### config.mk
export PLATFORM = sky130hd
export DESIGN_NAME = mcb_logger
export DESIGN_NICKNAME = d
export VERILOG_FILES = /design/src/rtl/mcb_pkg.sv /design/src/rtl/mcb_classify.sv /design/src/rtl/mcb_bank.sv /design/src/rtl/mcb_logger.sv
export SDC_FILE = /design/constraint.sdc
export NUM_CORES = 1
export LEC_CHECK = 0
export ABC_AREA = 1
export BUFFER_PORTS_ARGS = -buffer_cell sky130_fd_sc_hd__buf_2
export CAP_MARGIN = 10
export CORE_AREA = 3 3 584 586
export CTS_BUF_LIST = sky130_fd_sc_hd__clkbuf_8
export DETAILED_ROUTE_END_ITERATION = 16
export DIE_AREA = 0 0 587 589
export PLACE_DENSITY = 0.37
export SKIP_LAST_GASP = 1
export SLEW_MARGIN = 25
export SYNTH_ARGS = -nofsm -noshare
export SYNTH_HDL_FRONTEND = slang
export SYNTH_SLANG_ARGS = --single-unit
### constraint.sdc
create_clock -name clk -period 2 [get_ports clk]
set_clock_uncertainty 0.15 [all_clocks]
set_input_delay 0.2 -clock clk [delete_from_list [all_inputs] [get_ports clk]]
set_output_delay 0.2 -clock clk [all_outputs]
set_load 0.01 [all_outputs]
### src/rtl/mcb_pkg.sv
package mcb_pkg;
   localparam int W        = 64;
   localparam int ST_VAL   = 63;
   localparam int ST_OVER  = 62;
   localparam int ST_UC    = 61;
   localparam int ST_AR    = 55;
   localparam int GS_MCIP  = 2;
   localparam int CAP_CTLP = 8;
   localparam int CAP_CNT_W = 8;

   typedef enum logic [2:0] {
      RES_NONE     = 3'd0,
      RES_LOGGED   = 3'd1,
      RES_IGNORED  = 3'd2,
      RES_REJECTED = 3'd3,
      RES_DROPPED  = 3'd4,
      RES_RESET    = 3'd5
   } res_e;

   typedef enum logic [2:0] {
      ACT_NONE,
      ACT_REJECT,
      ACT_IGNORE,
      ACT_DROP,
      ACT_RESET,
      ACT_LOG_UC,
      ACT_LOG_CE,
      ACT_MARK_OVER
   } act_e;

   function automatic res_e act_to_res(act_e a);
      case (a)
         ACT_NONE:   return RES_NONE;
         ACT_REJECT: return RES_REJECTED;
         ACT_IGNORE: return RES_IGNORED;
         ACT_DROP:   return RES_DROPPED;
         ACT_RESET:  return RES_RESET;
         default:    return RES_LOGGED;
      endcase
   endfunction
endpackage

### src/rtl/mcb_classify.sv
module mcb_classify
   import mcb_pkg::*;
#(
   parameter int NUM_BANKS = 4,
   parameter int BANK_W    = 8
) (
   input  logic              req_valid,
   input  logic [BANK_W-1:0] req_bank,
   input  logic [W-1:0]      req_status,
   input  logic              req_uncond,
   input  logic              mce_enable,
   input  logic [W-1:0]      cap_word,
   input  logic [W-1:0]      gctl_word,
   input  logic [W-1:0]      sel_ctl,
   input  logic [W-1:0]      sel_status,
   input  logic              mcip,
   output act_e              act
);
   logic bad_bank;
   logic ctl_off;

   always_comb begin
      bad_bank = (32'(req_bank) >= 32'(cap_word[CAP_CNT_W-1:0])) ||
                 (32'(req_bank) >= 32'(NUM_BANKS));
      ctl_off  = (cap_word[CAP_CTLP] && (gctl_word != '1)) || (sel_ctl != '1);
      act      = ACT_NONE;
      if (req_valid) begin
         if ((cap_word == '0) || bad_bank || !req_status[ST_VAL])
            act = ACT_REJECT;
         else if (!req_status[ST_AR] && !req_uncond && mcip)
            act = ACT_IGNORE;
         else if (req_status[ST_UC]) begin
            if (ctl_off)
               act = ACT_DROP;
            else if (!mce_enable || mcip)
               act = ACT_RESET;
            else
               act = ACT_LOG_UC;
         end
         else if (sel_status[ST_VAL] && sel_status[ST_UC])
            act = ACT_MARK_OVER;
         else
            act = ACT_LOG_CE;
      end
   end
endmodule

### src/rtl/mcb_bank.sv
module mcb_bank
   import mcb_pkg::*;
(
   input  logic         clk,
   input  logic         rst_n,
   input  logic         wr_log,
   input  logic         wr_over,
   input  logic [W-1:0] new_status,
   input  logic [W-1:0] new_addr,
   input  logic [W-1:0] new_misc,
   output logic [W-1:0] status,
   output logic [W-1:0] addr,
   output logic [W-1:0] misc
);
   always_ff @(posedge clk or negedge rst_n) begin
      if (!rst_n) begin
         status <= '0;
         addr   <= '0;
         misc   <= '0;
      end else if (wr_log) begin
         status <= new_status;
         addr   <= new_addr;
         misc   <= new_misc;
      end else if (wr_over) begin
         status[ST_OVER] <= 1'b1;
      end
   end
endmodule

### src/rtl/mcb_logger.sv
module mcb_logger
   import mcb_pkg::*;
#(
   parameter int NUM_BANKS = 4,
   parameter int BANK_W    = 8
) (
   input  logic                   clk,
   input  logic                   rst_n,
   input  logic                   req_valid,
   input  logic [BANK_W-1:0]      req_bank,
   input  logic [63:0]            req_status,
   input  logic [63:0]            req_gstat,
   input  logic [63:0]            req_addr,
   input  logic [63:0]            req_misc,
   input  logic                   req_uncond,
   input  logic                   mce_enable,
   input  logic [63:0]            cap_word,
   input  logic [63:0]            gctl_word,
   input  logic [NUM_BANKS*64-1:0] bank_ctl,
   input  logic                   handler_done,
   output logic                   irq_o,
   output logic                   reset_req_o,
   output logic [2:0]             result_o,
   output logic [63:0]            gstat_o,
   output logic [NUM_BANKS*64-1:0] bank_status_o,
   output logic [NUM_BANKS*64-1:0] bank_addr_o,
   output logic [NUM_BANKS*64-1:0] bank_misc_o
);
   localparam int MAX_BANKS = (1 << CAP_CNT_W) - 1;

   if (NUM_BANKS < 1 || NUM_BANKS > MAX_BANKS) begin : g_bad_banks
      $error("NUM_BANKS out of range");
   end
   if (BANK_W < 1 || BANK_W > 16 || (1 << BANK_W) < NUM_BANKS) begin : g_bad_bank_w
      $error("BANK_W cannot address NUM_BANKS");
   end

   logic [W-1:0]         st   [NUM_BANKS];
   logic [NUM_BANKS-1:0] hit;
   logic [W-1:0]         sel_ctl, sel_status, merged_status, gstat_q;
   act_e                 act;
   res_e                 result_q;
   logic                 irq_q, rst_q;

   always_comb begin
      sel_ctl    = '0;
      sel_status = '0;
      for (int i = 0; i < NUM_BANKS; i++) begin
         if (hit[i]) begin
            sel_ctl    = bank_ctl[i*W +: W];
            sel_status = st[i];
         end
      end
      merged_status          = req_status;
      merged_status[ST_OVER] = req_status[ST_OVER] | sel_status[ST_VAL];
   end

   mcb_classify #(.NUM_BANKS(NUM_BANKS), .BANK_W(BANK_W)) u_classify (
      .req_valid  (req_valid),
      .req_bank   (req_bank),
      .req_status (req_status),
      .req_uncond (req_uncond),
      .mce_enable (mce_enable),
      .cap_word   (cap_word),
      .gctl_word  (gctl_word),
      .sel_ctl    (sel_ctl),
      .sel_status (sel_status),
      .mcip       (gstat_q[GS_MCIP]),
      .act        (act)
   );

   for (genvar b = 0; b < NUM_BANKS; b++) begin : g_bank
      assign hit[b] = (32'(req_bank) == 32'(b));
      mcb_bank u_bank (
         .clk        (clk),
         .rst_n      (rst_n),
         .wr_log     (hit[b] && ((act == ACT_LOG_UC) || (act == ACT_LOG_CE))),
         .wr_over    (hit[b] && (act == ACT_MARK_OVER)),
         .new_status (merged_status),
         .new_addr   (req_addr),
         .new_misc   (req_misc),
         .status     (st[b]),
         .addr       (bank_addr_o[b*W +: W]),
         .misc       (bank_misc_o[b*W +: W])
      );
      assign bank_status_o[b*W +: W] = st[b];
   end

   always_ff @(posedge clk or negedge rst_n) begin
      if (!rst_n) begin
         result_q <= RES_NONE;
         irq_q    <= 1'b0;
         rst_q    <= 1'b0;
         gstat_q  <= '0;
      end else begin
         result_q <= act_to_res(act);
         irq_q    <= (act == ACT_LOG_UC);
         rst_q    <= (act == ACT_RESET);
         if (act == ACT_LOG_UC)
            gstat_q <= req_gstat;
         else if (handler_done)
            gstat_q[GS_MCIP] <= 1'b0;
      end
   end

   assign result_o    = result_q;
   assign irq_o       = irq_q;
   assign reset_req_o = rst_q;
   assign gstat_o     = gstat_q;
endmodule

Word level (Yosys, flattened, before mapping):

Cells that the tools add are included.

* register bits after elaboration: 837
* bits in latches: 0
* bits in writable memories: 0
* bits in read-only memories: 0
* output and inout bits: 837
* logic and storage cells: 92
* memories: 0

* add/sub/neg operators: 0
* multiply operators: 0
* div/mod/pow operators: 0
* order comparisons: 2
* equality and inequality tests: 12
* shift operators: 0
* muxes and demuxes: 26
* bitwise operators: 1
* reductions and logical operators: 30

Operator list (number)
* $mux 64: 8
* $ne 64x64->1 const B: 2
* $logic_not 64->1: 1
* $eq 8x2->1 const B: 2
* $mux 3: 5
* $pmux 3 s5: 1
* $eq 3x3->1 const B: 4
* $logic_and 1x1->1: 12
* $mux 1: 12
* $reduce_bool 2->1: 5
* $eq 8x1->1 const B: 1
* $ge 8x3->1 const B: 1
* $ge 8x8->1: 1
* $logic_not 8->1: 1
* $eq 3x2->1 const B: 2
* $logic_or 1x1->1: 6
* $logic_not 1->1: 4
* $eq 3x1->1 const B: 1
* $logic_not 3->1: 1
* $or 1x1->1: 1

Longest topological paths before layout:

* depth in word-level cells: 16
* mapped depth: 22

Hierarchy:

From an unflattened synthesis, not the netlist that was laid out.

* cells, all modules: 4530
* area total of the unflattened synthesis: 35775.6 um^2

By module, submodules not included
* mcb_bank: times used 4, cells each 815, area an instance 7193.1 um^2
* mcb_logger: times used 1, cells each 1044, area an instance 6008.3 um^2
* mcb_classify: times used 1, cells each 226, area an instance 994.7 um^2

Worst setup path before layout:

OpenSTA, ideal clock, no wires.

* path type: input to register
* start: in cap_word[7]
* end: reg g_bank[0].u_bank.status[63]
* setup time: 0.134 ns
* arrival time: 2.131 ns
* setup slack: -0.415 ns
* cell stages on the path: 15
* path through: inv_1 ha_1 a21oi_1 o21a_1 nand3_1 nor2_1 nand3_1 nor2_1 nand2_1 nand4_2 nand2_2 nand2_1 buf_2 clkbuf_1 nand2_1

* longest elaborated chain between the ends: 9
* elaborated cells on any way between the ends: 11
* classes of those cells: order compare: 1; eq/ne: 2; mux: 2; reduce/logical: 6

Ends and longest elaborated chain
* start: declaration: line mcb_logger.sv:17 `input logic [63:0] cap_word,`
* $ge 8x8->1: line mcb_classify.sv:23 `bad_bank = (32'(req_bank) >= 32'(cap_word[CAP_CNT_W-1:0])) ||`
* $logic_or 1x1->1: line mcb_classify.sv:23
* $logic_or 1x1->1 (*) (2 in a row): line mcb_classify.sv:28 `if ((cap_word == '0) || bad_bank || !req_status[ST_VAL])`
* $mux 3 (*): line mcb_classify.sv:28
* $mux 3 (*): line mcb_classify.sv:27 `if (req_valid) begin`
* $eq 3x3->1: line mcb_logger.sv:77 `.wr_log (hit[b] && ((act == ACT_LOG_UC) || (act == ACT_LOG_CE))),`
* $logic_or 1x1->1 (*): line mcb_logger.sv:77
* $logic_and 1x1->1 (*): line mcb_logger.sv:77
* end signal: assignment: line mcb_bank.sv:21 `status <= new_status;`
* end: declaration: line mcb_bank.sv:11 `output logic [W-1:0] status,`

Mark *: on every way between the ends. The rest lies on a longest branch, timed or not.
A chain may end at the register's enable or synchronous reset.

Worst setup path in the final report:

* start: in cap_word[8]
* end: reg gstat_q[58] (netlist: gstat_o[58])

* longest elaborated chain between the ends: 8
* elaborated cells on any way between the ends: 11
* classes of those cells: eq/ne: 1; mux: 5; reduce/logical: 5

Ends and longest elaborated chain
* $logic_and 1x1->1: line mcb_classify.sv:25 `ctl_off = (cap_word[CAP_CTLP] && (gctl_word != '1)) || (sel_ctl != '1);`
* $logic_or 1x1->1: line mcb_classify.sv:25
* $mux 3: line mcb_classify.sv:33 `if (ctl_off)`
* $mux 3: line mcb_classify.sv:32 `else if (req_status[ST_UC]) begin`
* $mux 3: line mcb_classify.sv:30 `else if (!req_status[ST_AR] && !req_uncond && mcip)`
* $mux 3 (*): line mcb_classify.sv:28
* $mux 3 (*): line mcb_classify.sv:27
* $eq 3x3->1 (*): line mcb_logger.sv:99 `if (act == ACT_LOG_UC)`
* end signal: assignment: line mcb_logger.sv:100 `gstat_q <= req_gstat;`
* end: declaration: line mcb_logger.sv:40 `logic [W-1:0] sel_ctl, sel_status, merged_status, gstat_q;`

Marks and branches as above.

==> results.md <==
- Drt pass-1 iters: 7
- Post-route cell area: 0.0597 sq mm
- CTS Buf Count: between 150 and 200
- Mapped Area: around 0.035 sq mm
- Crit path top cell by count: buf_4
- Logic pwr share: ~8.6%
- Sequential fraction of the synthesis area: between 60 and 70%
- CP Max Fanout: 17
- Tot Pwr: roughly 38 mW
- Critical Path RT: around 2.7 ns
- Max Cap Viol: 0
- Row cnt: 213
- Initial DRC Count: ~2,500
- Crit start category: input port
- Grt total ovfl: 0
- Final hold violations: 0
- Min cycle time layout: around 2.8 ns
- Flop pwr share: between 40% and 50%
- CP endpoint kind: flop
- Buffers and inverters on the worst path: 8
- Critical-path top delay cell: nor4_2
- Psw: about 10 mW
- Via density: around 3.6
- Wire per inst: 23.3 microns
- R2R Setup Slk: -0.68 ns
- Post-Place Cell Area: ~0.050 sq mm
- Max_slew headroom: 19.8%
- H-tree depth: 4
- Worst-case reg-to-reg path depth: 18
- Total number of vias: 39,000
- P&R area growth vs syn: 72.9%
- Largest net degree at the start of global routing: about 110
- Run status: finished with violations
- Hold worst-path end: reset_req_o
- Yosys reg bits: ~840
- Share of cells above drive strength 1: roughly a third
- CP delay by family, top: simple AND/OR/NAND/NOR gates
- Final HPWL DP: 196 mm
- Final Cycle Share: 139%
- Syn nets: approximately 4,700
- Ys flop type: dfrtp_1
- Hold Crit Start: req_bank[6]
- Setup TNS: -498.71 ns
- P per Cell Area: approximately 640 mW/mm^2
- Syn Inst Count: a little over 4,000
- Crit Path Category: input port to flop
- P_int: 28.0 mW
- Clk buf depth: 4
- Clock Power Share: 47.1%
- Die height: 589 microns
- EDFF count, synth: 0
- Async SR Flop Fraction: between 90% and 100%
- Peak VDD IR: 0.473 mV
- Overall die width: roughly 600 microns
- Vias in the first global route: 40,300
- Port bufs: roughly 1,500
- Max stage delay on crit path: 0.39 ns
- RSZ-0062 raised after global routing: yes
- CP Cell Sequence: buf_2 -> nor4_2 -> buf_4 -> nand4_1 -> nor2_1 -> buf_4 -> nand2_1 -> buf_12 -> nand3_2 -> nor2_2 -> nand2_2 -> inv_2 -> buf_4 -> buf_4 -> nor2_1 -> and2_4 -> buf_12 -> nand2_1 -> nand2_1
- Total track usage: between 10% and 20%
- Static leakage: ~33 nW
- Initial core utilization: around a tenth
- Final wirelength: between 200 and 300 mm
- Die area: 0.346 sq mm
- CORE AREA: around 0.34 sq mm
- RR Endpoint: g_bank[3].u_bank.addr[14]
- Hold_ws: about 0.045 ns
- Tightest Hold Check Type: input port to flop
- Worst-Skew Late Latency: 0.95 ns
- Yosys warns: 0
- Violations in the final reports: setup timing
- Worst r2r src: g_bank[1].u_bank.status[63]
- Slew Limit Fails: 0
- CTS tree: built
- Initial antenna violation count: 107
- Nets: 6,981
- Worst slew pin tran: about 1.2 ns
- Crit path DAT: between 3 and 4 ns
- CTS sink cnt: ~840
- Clock Pin Slew Worst Setup and Hold Paths: about 0.050 ns
- First-pass GRT wire length: around 340 mm
- Setup ws final: -0.779 ns
- Hold depth: 8
- Antenna violation net count after detailed routing: 0
- Syn avg cell area: around 8.5 sq um
- Routability cong.: between 0.9 and 1
- Maximum clock frequency: 360 MHz
- IO Pins: about 1,500
- Sw Ratio: between 20% and 30%
- Endpoints failing setup: roughly 840
- Count of cell types in the netlist: 28
- DRC violations left: 0
- CTS root buffer: clkbuf_8
[registers in the layout (all words and copies together) (netlist names)]
name,flops
g_bank.u_bank.addr,256
g_bank.u_bank.misc,256
g_bank.u_bank.status,256
gstat_o,64
irq_o,1
reset_req_o,1
result_o,3
[cells by family (layout without fill, tap and decap cells)]
kind of cell / after synthesis / after routing / share of synthesized area [%]
AND/OR/NAND/NOR: 2893 / 2893 / 34.6
buffers and inverters: 309 / 2677 / 4.20
flip-flops: 837 / 837 / 60.7
adder cells (fa/ha/maj): 8 / 8 / 0.290
AO/OA/AOI/OAI: 13 / 13 / 0.203
other: 0 / 36 / 0
[timing repair]
| item | CTS | global route |
|---|---|---|
| resized for setup | 106 | 17 |
| endpoints found under the setup margin | 1014 | 928 |
| setup buffers | 33 | 3 |
| hold endpoints to repair | 1671 | 4 |
| hold buffers | 514 | 2 |
| gates cloned | 15 | 7 |
| pin swaps | 15 | 4 |
[cells in the mapped netlist, types with 2 or more instances]
master	instances	share of area (%)
a21oi_1	10	0.14
nor4_1	17	0.31
nand4_1	16	0.29
buf_1	16	0.17
nand2_1	1946	21
clkbuf_1	119	1.3
inv_2	5	0.054
inv_1	36	0.39
nand2_2	3	0.054
dfrtp_1	837	61
nor2_2	2	0.036
buf_6	10	0.33
nand3_1	773	11
nor3_1	4	0.058
buf_2	99	1.4
buf_4	23	0.50
ha_1	8	0.29
nor2_1	126	1.4
[cells in the final DEF, fill, tap and decap left out, types with 6 or more instances in the layout]
master         Yosys  routed
inv_2              5       7
buf_16             0      25
diode_2            0      36
a21oi_1           10       6
buf_12             0      82
nand3_2            0      20
dlygate4sd3_1      0     515
clkinv_2           0      12
inv_1             36      81
buf_8              0      15
nor2_1           126     122
nand4_1           16      16
buf_2             99    1489
nand2_2            3      20
clkbuf_8           0     204
nor4_1            17      12
dfrtp_1          837     837
nand3_1          773     750
nand2_1         1946    1923
buf_6             10       9
buf_4             23     213
[stage by stage]
step	cells	setup WS, ns	util [%]
floorplan	4060	-0.312	-
global placement	10100	-1.85	14.8
detailed placement	10100	-1.84	14.8
CTS	10900	-0.756	17.6
global route	11000	-0.819	17.7
finish	11000	-0.779	17.7
[tightest hold or removal path: cells and delay by family]
family | cells | cell delay (ns)
simple gates | 5 | 0.43
buf+inv | 3 | 0.37
[layer usage]
layer / wire (microns) / global-route usage, % / vias up / part of all wire (%)
met1: 105000 / 17.1 / 19200 / 41
met2: 122000 / 24.2 / 1811 / 48
met3: 19800 / 4.06 / 396 / 7.7
met4: 8120 / 4.05 / 40 / 3.2
li1: - / - / 17600 / -
met5: 271 / 0 / - / 0.11
[power groups by stage]
| stage | Sequential (mW) | Combinational, mW | Clock (mW) |
|---|---|---|---|
| 3_3_place_gp | 17.3 | 2.32 | 0 |
| 2_1_floorplan | 17.3 | 0.275 | 0 |
| 4_1_cts | 17.0 | 3.39 | 18.8 |
| 3_5_place_dp | 17.3 | 2.33 | 0 |
| 6_report | 17.0 | 3.28 | 18.1 |
| 5_1_grt | 17.0 | 3.55 | 19.5 |
[cell type report]
cell class | count | area [sq um]
Clock inverter | 78 | 457
Multi-Input combinational cell | 2914 | 12500
Sequential cell | 837 | 20900
Clock buffer | 204 | 2810
Inverter | 41 | 174
Timing Repair Buffer | 2354 | 17000
Fill cell | 38200 | 277000
Antenna cell | 36 | 90.1
Tap cell | 4515 | 5650
[worst max-delay path by stage]
| stage | startpoint | end | slack [ns] | cells after the start |
|---|---|---|---|---|
| 5_1_grt | g_bank[1].u_bank.status[63] | g_bank[0].u_bank.misc[32] | -0.82 | 19 |
| 6_report | cap_word[8] | gstat_o[58] | -0.78 | 19 |
| 4_1_cts | g_bank[2].u_bank.status[63] | g_bank[0].u_bank.misc[7] | -0.76 | 18 |
| 3_3_place_gp | cap_word[8] | g_bank[2].u_bank.status[41] | -1.85 | 18 |
| 2_1_floorplan | req_bank[7] | g_bank[3].u_bank.status[27] | -0.31 | 21 |
| 3_5_place_dp | cap_word[8] | g_bank[2].u_bank.status[41] | -1.84 | 18 |
Power figures use the tool's default switching activity.
